File: config.mk
export PLATFORM = sky130hd
export DESIGN_NAME = tmr_triple
export DESIGN_NICKNAME = d
export VERILOG_FILES = /design/src/rtl/tmr_pkg.sv /design/src/rtl/tmr_prescaler.sv /design/src/rtl/tmr_sync.sv /design/src/rtl/tmr_channel.sv /design/src/rtl/tmr_triple.sv
export SDC_FILE = /design/constraint.sdc
export NUM_CORES = 1
export LEC_CHECK = 0
export CELL_PAD_IN_SITES_DETAIL_PLACEMENT = 2
export CELL_PAD_IN_SITES_GLOBAL_PLACEMENT = 2
export CORE_ASPECT_RATIO = 0.9
export CORE_UTILIZATION = 33
export CTS_CLUSTER_DIAMETER = 80
export DETAILED_ROUTE_END_ITERATION = 10
export PLACE_DENSITY = 0.91
export RECOVER_POWER = 100
export SLEW_MARGIN = 15
export SYNTH_ARGS = -nofsm -noshare
export SYNTH_HDL_FRONTEND = slang
export SYNTH_SLANG_ARGS = --single-unit
File: constraint.sdc
create_clock -name clk -period 8.95 [get_ports clk]
set_clock_uncertainty 0.1 [all_clocks]
set_input_delay 0.895 -clock clk [delete_from_list [all_inputs] [get_ports clk]]
set_output_delay 0.895 -clock clk [all_outputs]
set_load 0.03 [all_outputs]
File: src/rtl/tmr_pkg.sv
// Shared encodings for the triple timer.
// Assumes: mode and source fields arrive as raw bits and are cast here.
package tmr_pkg;
    typedef enum logic [2:0] {
        M_TIMER  = 3'd0,
        M_EVENT  = 3'd1,
        M_WIDTH  = 3'd2,
        M_PERIOD = 3'd3,
        M_PWM    = 3'd4,
        M_WDOG   = 3'd5
    } tmr_mode_e;

    typedef enum logic [1:0] {
        S_CLK = 2'd0,
        S_PRE = 2'd1,
        S_EXT = 2'd2,
        S_OFF = 2'd3
    } tmr_src_e;
endpackage

File: src/rtl/tmr_prescaler.sv
// Shared prescaler: one registered tick every div+1 clocks.
// Assumes: div may change at any time; the new value applies at the next compare.
module tmr_prescaler #(
    parameter int PRE_W = 21
) (
    input  logic             clk,
    input  logic             rst_n,
    input  logic [PRE_W-1:0] div,
    output logic             tick
);
    logic [PRE_W-1:0] cnt_q;

    // Count up to div, then wrap and emit a tick.
    always_ff @(posedge clk) begin
        if (!rst_n) begin
            cnt_q <= '0;
            tick  <= 1'b0;
        end else if (cnt_q == div) begin
            cnt_q <= '0;
            tick  <= 1'b1;
        end else begin
            cnt_q <= cnt_q + 1'b1;
            tick  <= 1'b0;
        end
    end

    a_r1_tick_at_wrap: assert property (@(posedge clk) disable iff (!rst_n)
        tick |-> (cnt_q == '0));
endmodule

File: src/rtl/tmr_sync.sv
// Two-flop synchronizer for one asynchronous input.
// Assumes: the input is a slow level and is not a clock.
module tmr_sync (
    input  logic clk,
    input  logic rst_n,
    input  logic d,
    output logic q
);
    logic s1_q;

    // Move the input through two flops.
    always_ff @(posedge clk) begin
        if (!rst_n) begin
            s1_q <= 1'b0;
            q    <= 1'b0;
        end else begin
            s1_q <= d;
            q    <= s1_q;
        end
    end
endmodule

File: src/rtl/tmr_channel.sv
// One timer/event counter: counting, capture, PWM and watchdog modes.
// Assumes: ext_lvl is already synchronized and pre_tick is a one-clock pulse.
module tmr_channel import tmr_pkg::*; #(
    parameter int CNT_W = 24
) (
    input  logic             clk,
    input  logic             rst_n,
    input  logic             en,
    input  logic             reload,
    input  tmr_mode_e        mode,
    input  tmr_src_e         src,
    input  logic             dma_en,
    input  logic [CNT_W-1:0] load,
    input  logic [CNT_W-1:0] cmp,
    input  logic             pre_tick,
    input  logic             ext_lvl,
    output logic             irq,
    output logic             dma,
    output logic             cap_done,
    output logic [CNT_W-1:0] cap_val,
    output logic             wave
);
    logic [CNT_W-1:0] cnt_q, cnt_d, cnt_inc, init_val, cap_d;
    logic prev_q, exp_q, exp_d, arm_q, arm_d;
    logic rise, fall, tk_src, tk, legal, hold, fire, take;

    assign rise    = ext_lvl & ~prev_q;
    assign fall    = ~ext_lvl & prev_q;
    assign cnt_inc = cnt_q + 1'b1;
    assign legal   = mode inside {M_TIMER, M_EVENT, M_WIDTH, M_PERIOD, M_PWM, M_WDOG};
    assign hold    = !en || reload || !legal;
    assign init_val = (mode inside {M_WIDTH, M_PERIOD, M_PWM}) ? '0 : load;

    // Pick the count enable for this clock.
    always_comb begin
        case (src)
            S_CLK:   tk_src = 1'b1;
            S_PRE:   tk_src = pre_tick;
            S_EXT:   tk_src = rise;
            default: tk_src = 1'b0;
        endcase
        tk = (mode == M_EVENT) ? rise : tk_src;
    end

    // Next-state for count, expiry, capture arm and capture value.
    always_comb begin
        cnt_d = cnt_q;
        exp_d = exp_q;
        arm_d = arm_q;
        cap_d = cap_val;
        fire  = 1'b0;
        take  = 1'b0;
        if (hold) begin
            cnt_d = init_val;
            exp_d = 1'b0;
            arm_d = 1'b0;
        end else begin
            case (mode)
                M_TIMER, M_EVENT: if (tk) begin
                    if (cnt_inc == cmp) begin
                        cnt_d = load;
                        fire  = 1'b1;
                    end else begin
                        cnt_d = cnt_inc;
                    end
                end
                M_WDOG: if (tk && !exp_q) begin
                    if (cnt_inc == cmp) begin
                        exp_d = 1'b1;
                        fire  = 1'b1;
                    end else begin
                        cnt_d = cnt_inc;
                    end
                end
                M_PWM: if (tk) begin
                    if (cnt_q == load) begin
                        cnt_d = '0;
                        fire  = 1'b1;
                    end else begin
                        cnt_d = cnt_inc;
                    end
                end
                M_WIDTH: begin
                    if (rise) begin
                        cnt_d = '0;
                        arm_d = 1'b1;
                    end else if (fall && arm_q) begin
                        cap_d = cnt_q;
                        take  = 1'b1;
                        fire  = 1'b1;
                        arm_d = 1'b0;
                    end else if (tk) begin
                        cnt_d = cnt_inc;
                    end
                end
                M_PERIOD: begin
                    if (rise) begin
                        cnt_d = '0;
                        arm_d = 1'b1;
                        if (arm_q) begin
                            cap_d = cnt_q;
                            take  = 1'b1;
                            fire  = 1'b1;
                        end
                    end else if (tk) begin
                        cnt_d = cnt_inc;
                    end
                end
                default: ;
            endcase
        end
    end

    // Register state and the one-clock output pulses.
    always_ff @(posedge clk) begin
        if (!rst_n) begin
            cnt_q    <= '0;
            cap_val  <= '0;
            exp_q    <= 1'b0;
            arm_q    <= 1'b0;
            prev_q   <= 1'b0;
            irq      <= 1'b0;
            dma      <= 1'b0;
            cap_done <= 1'b0;
        end else begin
            cnt_q    <= cnt_d;
            cap_val  <= cap_d;
            exp_q    <= exp_d;
            arm_q    <= arm_d;
            prev_q   <= ext_lvl;
            irq      <= fire;
            dma      <= fire & dma_en;
            cap_done <= take;
        end
    end

    // Output waveform for the output modes.
    always_comb begin
        case (mode)
            M_TIMER: wave = irq;
            M_PWM:   wave = !hold && (cnt_q < cmp);
            M_WDOG:  wave = exp_q;
            default: wave = 1'b0;
        endcase
    end

    a_r4_dma_with_irq: assert property (@(posedge clk) disable iff (!rst_n)
        dma |-> irq);
    a_r6_done_with_irq: assert property (@(posedge clk) disable iff (!rst_n)
        cap_done |-> irq);
    a_r5_hold_quiet: assert property (@(posedge clk) disable iff (!rst_n)
        hold |=> !irq);
    a_r9_wdog_sticky: assert property (@(posedge clk) disable iff (!rst_n)
        (exp_q && en && !reload && mode == M_WDOG) |=> exp_q);
endmodule

File: src/rtl/tmr_triple.sv
// Three timer/event counters sharing one prescaler, with timer 0's pad mux.
// Assumes: the pad is split into in/out/oe by the pad cell outside this block.
module tmr_triple import tmr_pkg::*; #(
    parameter int NUM_TMR = 3,
    parameter int CNT_W   = 24,
    parameter int PRE_W   = 21
) (
    input  logic                     clk,
    input  logic                     rst_n,
    input  logic [PRE_W-1:0]         prescale_div,
    input  logic [NUM_TMR-1:0]       tmr_en,
    input  logic [NUM_TMR-1:0]       tmr_reload,
    input  logic [3*NUM_TMR-1:0]     tmr_mode,
    input  logic [2*NUM_TMR-1:0]     tmr_src,
    input  logic [NUM_TMR-1:0]       tmr_dma_en,
    input  logic [CNT_W*NUM_TMR-1:0] tmr_load,
    input  logic [CNT_W*NUM_TMR-1:0] tmr_cmp,
    input  logic [NUM_TMR-1:0]       ext_evt,
    input  logic                     pin_en,
    input  logic                     gpio_dir,
    input  logic                     gpio_out,
    input  logic                     tio_in,
    output logic                     tio_out,
    output logic                     tio_oe,
    output logic                     gpio_in,
    output logic [NUM_TMR-1:0]       tmr_irq,
    output logic [NUM_TMR-1:0]       tmr_dma,
    output logic [NUM_TMR-1:0]       tmr_wave,
    output logic [NUM_TMR-1:0]       cap_done,
    output logic [CNT_W*NUM_TMR-1:0] cap_val
);
    logic              pre_tick;
    logic              pin_lvl;
    logic [NUM_TMR-1:0] ext_lvl, chan_lvl;
    tmr_mode_e         m0;
    logic              pin_used, pin_drives;

    tmr_prescaler #(.PRE_W(PRE_W)) u_pre (
        .clk(clk), .rst_n(rst_n), .div(prescale_div), .tick(pre_tick)
    );

    tmr_sync u_pin_sync (.clk(clk), .rst_n(rst_n), .d(tio_in), .q(pin_lvl));
    assign gpio_in = pin_lvl;

    for (genvar i = 0; i < NUM_TMR; i++) begin : g_tmr
        tmr_sync u_sync (.clk(clk), .rst_n(rst_n), .d(ext_evt[i]), .q(ext_lvl[i]));

        if (i == 0) begin : g_pad_src
            assign chan_lvl[i] = pin_en ? pin_lvl : ext_lvl[i];
        end else begin : g_ext_src
            assign chan_lvl[i] = ext_lvl[i];
        end

        tmr_channel #(.CNT_W(CNT_W)) u_ch (
            .clk      (clk),
            .rst_n    (rst_n),
            .en       (tmr_en[i]),
            .reload   (tmr_reload[i]),
            .mode     (tmr_mode_e'(tmr_mode[3*i +: 3])),
            .src      (tmr_src_e'(tmr_src[2*i +: 2])),
            .dma_en   (tmr_dma_en[i]),
            .load     (tmr_load[CNT_W*i +: CNT_W]),
            .cmp      (tmr_cmp[CNT_W*i +: CNT_W]),
            .pre_tick (pre_tick),
            .ext_lvl  (chan_lvl[i]),
            .irq      (tmr_irq[i]),
            .dma      (tmr_dma[i]),
            .cap_done (cap_done[i]),
            .cap_val  (cap_val[CNT_W*i +: CNT_W]),
            .wave     (tmr_wave[i])
        );
    end

    // Decide who owns the pad and in which direction.
    always_comb begin
        m0         = tmr_mode_e'(tmr_mode[2:0]);
        pin_used   = tmr_en[0] && pin_en &&
                     (m0 inside {M_TIMER, M_EVENT, M_WIDTH, M_PERIOD, M_PWM, M_WDOG});
        pin_drives = m0 inside {M_TIMER, M_PWM, M_WDOG};
        tio_oe     = pin_used ? pin_drives : gpio_dir;
        tio_out    = pin_used ? (pin_drives & tmr_wave[0]) : gpio_out;
    end

    a_r10_gpio_owns_pad: assert property (@(posedge clk) disable iff (!rst_n)
        !(tmr_en[0] && pin_en) |-> (tio_oe == gpio_dir && tio_out == gpio_out));
    a_r10_input_mode_undriven: assert property (@(posedge clk) disable iff (!rst_n)
        (pin_used && !pin_drives) |-> (!tio_oe && !tio_out));
endmodule

* Word level (Yosys, flattened, before mapping) *
Cells that the tools add are included.

storage, ports and cells
  input port bits = 198
  logic and storage cells = 301
  output and inout port bits = 87
  bits in registers = 192

operators by class
  $lt $le $gt $ge = 3
  multiplexer cells = 115
  equal/unequal tests = 58
  $add $sub $neg = 4
  reduce and logical (&&, ||, !) cells = 67
  bitwise gates (word level) = 20

operator list
  cell                   count
  $mux 24                48
  $pmux 24 s5            3
  $eq 24x24->1           6
  $pmux 24 s2            3
  $add 24x1->24 const B  3
  $lt 24x24->1           3
  $mux 1                 46
  $reduce_and 6->1       6
  $reduce_bool 6->1      6
  $ne 3x1->1 const B     8
  $add 21x1->21 const B  1
  $eq 21x21->1           1
  $ne 3x2->1 const B     7
  $eq 3x2->1 const B     6
  $eq 3x3->1 const B     6
  $pmux 1 s3             6
  $reduce_and 3->1       6
  $pmux 1 s5             3
  $ne 2x1->1 const B     7
  $reduce_or 2->1        7
  $logic_not 1->1        12
  $ne 4x2->1 const B     3
  $pmux 1 s2             6
  $reduce_bool 3->1      4
  other kinds (11)       60

* Logic depth before layout (Yosys ltp) *
  depth in word-level cells = 9
  gate-level depth with buffers = 14
  depth with buffers taken out = 12

* Modules after synthesis *
A second synthesis with hierarchy kept.

unflattened totals
  cell total of the unflattened synthesis = 1937
  area total of the unflattened synthesis = 14744.1 um^2

modules (own cells, without submodules)
  module                            instances  area each (um^2)  cells an instance  seq. area each (um^2)
  tmr_channel at g_tmr[0].u_ch ...  2          4439.3            589                1081.0
  tmr_channel at g_tmr[2].u_ch      1          4413.0            602                1081.0
  tmr_prescaler                     1          1168.6            130                440.4
  tmr_sync                          4          52.6              4                  40.0
  tmr_triple                        1          73.8              11                 0.0

* Least setup slack after synthesis *
No wires, ideal clock.

  path type = input-to-output
  start = input port tmr_cmp[1]
  end = output port tio_out
  arrival time = 2.691 ns
  slack = 5.264 ns
  buffers on the path = 0
  cell stages on the path = 12
  required time = 7.955 ns
  cell sequence = inv_1 ha_1 nor2b_1 o21a_1 o21a_1 o21a_1 o21a_1 o21ai_0 a2111oi_0 o21ai_0 o311a_1 mux2_2

on the way
  longest elaborated chain between the ends = 5

ends and longest elaborated chain
  item                    RTL line            text
  start: declaration      tmr_triple.sv:17    input logic [CNT_W*NUM_TMR-1:0] tmr_cmp,
  $lt 24x24->1            tmr_channel.sv:141  M_PWM: wave = !hold && (cnt_q < cmp);
  $logic_and 1x1->1       tmr_channel.sv:141
  $pmux 1 s3              tmr_channel.sv:139  case (mode)
  net g_tmr[0].u_ch.wave  tmr_channel.sv:21   output logic wave
  $and 1x1->1             tmr_triple.sv:81    tio_out = pin_used ? (pin_drives & tmr_wave[0]) : gpio_out;
  $mux 1                  tmr_triple.sv:81
  end: declaration        tmr_triple.sv:23    output logic tio_out,

The timed path passes the listed nets, and every way through them passes these cells.

* Worst setup path in the final report *
  start = register g_tmr[2].u_ch.cnt_q[7]
  end = register g_tmr[2].u_ch.cnt_q[14]

on the way
  longest elaborated chain between the ends = 6
  elaborated cells on any way between the ends = 17
  those cells by class = 1 x add/sub; 3 x eq/ne; 12 x mux; 1 x reduce/logical

ends and longest elaborated chain
  item                                     RTL line                              text
  start: declaration                       tmr_channel.sv:23                     logic [CNT_W-1:0] cnt_q, cnt_d, cnt_inc, init_val, cap_d;
  start signal: assignment                 tmr_channel.sv:126                    cnt_q <= cnt_d;
  $add 24x1->24                            tmr_channel.sv:29                     assign cnt_inc = cnt_q + 1'b1;
  $eq 24x24->1 or $mux 24 (tied branches)  n/a
  $mux 24, on equally long branches        tmr_channel.sv:60, tmr_channel.sv:87
  $mux 24, on equally long branches        tmr_channel.sv:59, tmr_channel.sv:84
  $pmux 24 s5                              tmr_channel.sv:58                     case (mode)
  $mux 24                                  tmr_channel.sv:53                     if (hold) begin

Parallel ways exist; a longest one is shown, timed or not. The select of a mux whose other input is x is not followed.
A chain may end at the register's enable or synchronous reset.

==> qor.txt <==
die area: 0.0455 mm^2
met3 Resource Use GR: 0.0484
reg2reg start: g_tmr[2].u_ch.cnt_q[7]$_SDFFE_PN0P_
Rows: 73
failing checks: capacitance limit, slew limit
Post-Syn Area: 0.0147 mm^2
VDD IR max: 0.103 mV
busiest layer in global routing: met2
worst hold path class: reg -> reg
CP max FO: 24
Max Fclk: 150 MHz
hold-fix buffers at CTS: 0
worst slew pin tran: 2.73 ns
setup TNS: 0 ns
crit share post-route: 0.743
M1 GR Usage: 0.357
H-tree Lvls: 4
I/O pins: 285
Ys Warns: 0
worst skew pair latency: 0.48 ns
met2 Use GR: 0.479
CP cell instances: nand4_1 -> nor3_1 -> nand4_1 -> xnor2_1 -> nor4_1 -> and4_1 -> nand2b_1 -> a21oi_1 -> clkbuf_1 -> a221oi_1 -> a211oi_1
predominant post-synthesis flop cell: dfxtp_1
mean number of vias per cell: 5.81
Top cell by count, worst path: nand4_1
Static Leakage: 7.01 nW
Clock Sinks: 192
Setup crit end: g_tmr[2].u_ch.cnt_q[14]$_SDFFE_PN0P_
Root Buffer: clkbuf_16
Post-CTS Setup Bufs: 0
vias in the first global route: 16,900
largest net degree at the start of global routing: 64
area leader, netlist: dfxtp_1
Pre-antenna DRT Iters: 5
Crit-path slowest cell: a21oi_1
Die X: 225 um
CP max stage delay: 1.53 ns
nets: 2,350
crit path kind: reg -> reg
Design Area, Final: 0.0182 mm^2
first-pass GRT wire length: 99,900 um
largest cells by area after synthesis: dfxtp_1 (26%), xnor2_1 (7.0%), ha_1 (6.5%)
Arr. time, crit path: 6.93 ns
Hold Worst Slack: 0.355 ns
Fin. Hold Viols: 0
Routed Antenna Nets: 0
critical path required time: 9.23 ns
HPWL Detailed: 49,600 um
CTS resizes: 0
GP Congestion: 0.932
Via Count: 15,600
flops & latches, synth: 192
most frequent cells after synthesis: dfxtp_1 (192), nor2_1 (169), a21oi_1 (164), nand2_1 (155), xnor2_1 (118)
clock slew at reported path FFs: 0.08 ns
max-cap viol count: 7
Distinct cells, synth: 90
gr ovfl total: 0
register area share after synthesis: 0.261
syn_area_per_cell: 7.71 um^2
top-count cell post-synth: dfxtp_1
Setup crit start: g_tmr[2].u_ch.cnt_q[7]$_SDFFE_PN0P_
total track usage: 0.284
Detailed Route Iter0 Violations: 948
number of flops mapped to enable cells by yosys: 0
R2R Setup Slk: 2.30 ns
RSZ-0062 raised after global routing: no
fin util: 0.412
Slew headroom: -0.817
Reg2Reg Depth: 11
FF-to-FF End: g_tmr[2].u_ch.cnt_q[14]$_SDFFE_PN0P_
layout cell share with drive strength beyond 1: 0.0359
initial antenna violation count: 3
Total Wirelength: 65,000 um
Synth async-reset ratio: 0
PwrDens: 123 mW/mm^2
Fillers: 5,087
Cell Area, Placed: 0.0177 mm^2
total power: 2.24 mW
Post-Synthesis Net Count: 2,184
Area Overhead vs Synth: 23.5%
post-synth top area share: 0.261
PortBufs: 284
Routed wire per std cell: 24.2 um
CTS tree: yes
Tmin final: 6.65 ns
outcome: complete, but fails checks
CTS Buf Count: 17
max-slew violations: 207
CTS Buffer Depth: 2
CP Capture Type: register
CP startpoint kind: register
Die H: 202 um
Final Setup Violations: 0
DR DRC count: 0
Initial Utilization: 0.334
Post-Synthesis Cells: 1,910
core box area: 0.0441 mm^2
==> cell families after synthesis <==
group,after synthesis,synth area share
xor gates and xnor gates,202,0.121
AOI/OAI and AO/OA,453,0.203
buffers and inverters,255,0.0772
DFF,192,0.261
adders and majority gates,76,0.0646
muxes,46,0.0319
and+or+nand+nor,686,0.241
==> routing by layer <==
metal,up-vias,part of all wire
li1,7128,-
met5,-,0.00011
met3,131,0.053
met1,7867,0.43
met4,2,0.035
met2,504,0.48
==> layout make-up <==
class                   count  area [um^2]  share of cell area
flip-flops and latches    192         3840               0.211
clock buffers              19          443              0.0244
inverters                 106          400              0.0220
diodes                      1         2.50            0.000138
multi-input cells        1463         9720               0.535
clock inverters            13          110             0.00606
well taps                 600          751              0.0413
repair buffers            296         2910               0.160
==> worst min-delay path by stage <==
stage                                    start                            to  slack [ns]  cells after the start
5_1_grt        g_tmr[1].u_sync.s1_q$_SDFF_PN0_  g_tmr[1].u_sync.q$_SDFF_PN0_        0.37                      1
2_1_floorplan  g_tmr[0].u_sync.s1_q$_SDFF_PN0_  g_tmr[0].u_sync.q$_SDFF_PN0_        0.31                      1
6_report       g_tmr[1].u_sync.s1_q$_SDFF_PN0_  g_tmr[1].u_sync.q$_SDFF_PN0_        0.35                      1
3_5_place_dp   g_tmr[1].u_sync.s1_q$_SDFF_PN0_  g_tmr[1].u_sync.q$_SDFF_PN0_        0.33                      1
3_3_place_gp   g_tmr[0].u_sync.s1_q$_SDFF_PN0_  g_tmr[0].u_sync.q$_SDFF_PN0_        0.32                      1
4_1_cts        g_tmr[1].u_sync.s1_q$_SDFF_PN0_  g_tmr[1].u_sync.q$_SDFF_PN0_        0.36                      1
==> metrics by stage <==
stage,cells,setup slack [ns]
floorplan,1910,5.26
global placement,2656,3.55
detailed placement,2656,3.55
CTS,2688,3.48
global route,2690,1.88
finish,2690,2.30
==> registers in the layout (all words and copies together), names as in the netlist <==
name / count
g_tmr.u_ch.exp_q: 3
u_pin_sync.q: 1
g_tmr.u_ch.prev_q: 3
g_tmr.u_ch.cap_val: 72
u_pin_sync.s1_q: 1
g_tmr.u_sync.s1_q: 3
u_pre.cnt_q: 21
g_tmr.u_ch.cnt_q: 72
g_tmr.u_ch.irq: 3
g_tmr.u_ch.arm_q: 3
g_tmr.u_ch.cap_done: 3
u_pre.tick: 1
g_tmr.u_ch.dma: 3
g_tmr.u_sync.q: 3
==> critical path: cells and delay by family (launching register included) <==
family                 cells  cell delay [ns]
AND/OR/NAND/NOR            6             2.55
XOR/XNOR                   1             0.37
flip-flops                 1             0.64
AO/OA/AOI/OAI              3             2.04
buffers and inverters      1             0.84
==> where the power goes <==
group / switching [mW] / total, mW / internal (mW)
Sequential: 0.0794 / 0.958 / 0.879
Combinational: 0.286 / 0.518 / 0.232
Clock: 0.397 / 0.765 / 0.368
==> cells in the final DEF (no fill, tap or decap), drive strengths merged, types with 41 or more instances in the layout <==
cell type / count
xor2: 83
nand2: 155
nor4: 41
clkdlybuf4s50: 191
dfxtp: 192
o21ai: 54
nor2: 171
xnor2: 118
ha: 76
inv: 108
nand4: 47
dlygate4sd3: 92
nor3: 54
mux2i: 42
nand3: 79
a21oi: 165
Power figures use the tool's default switching activity.
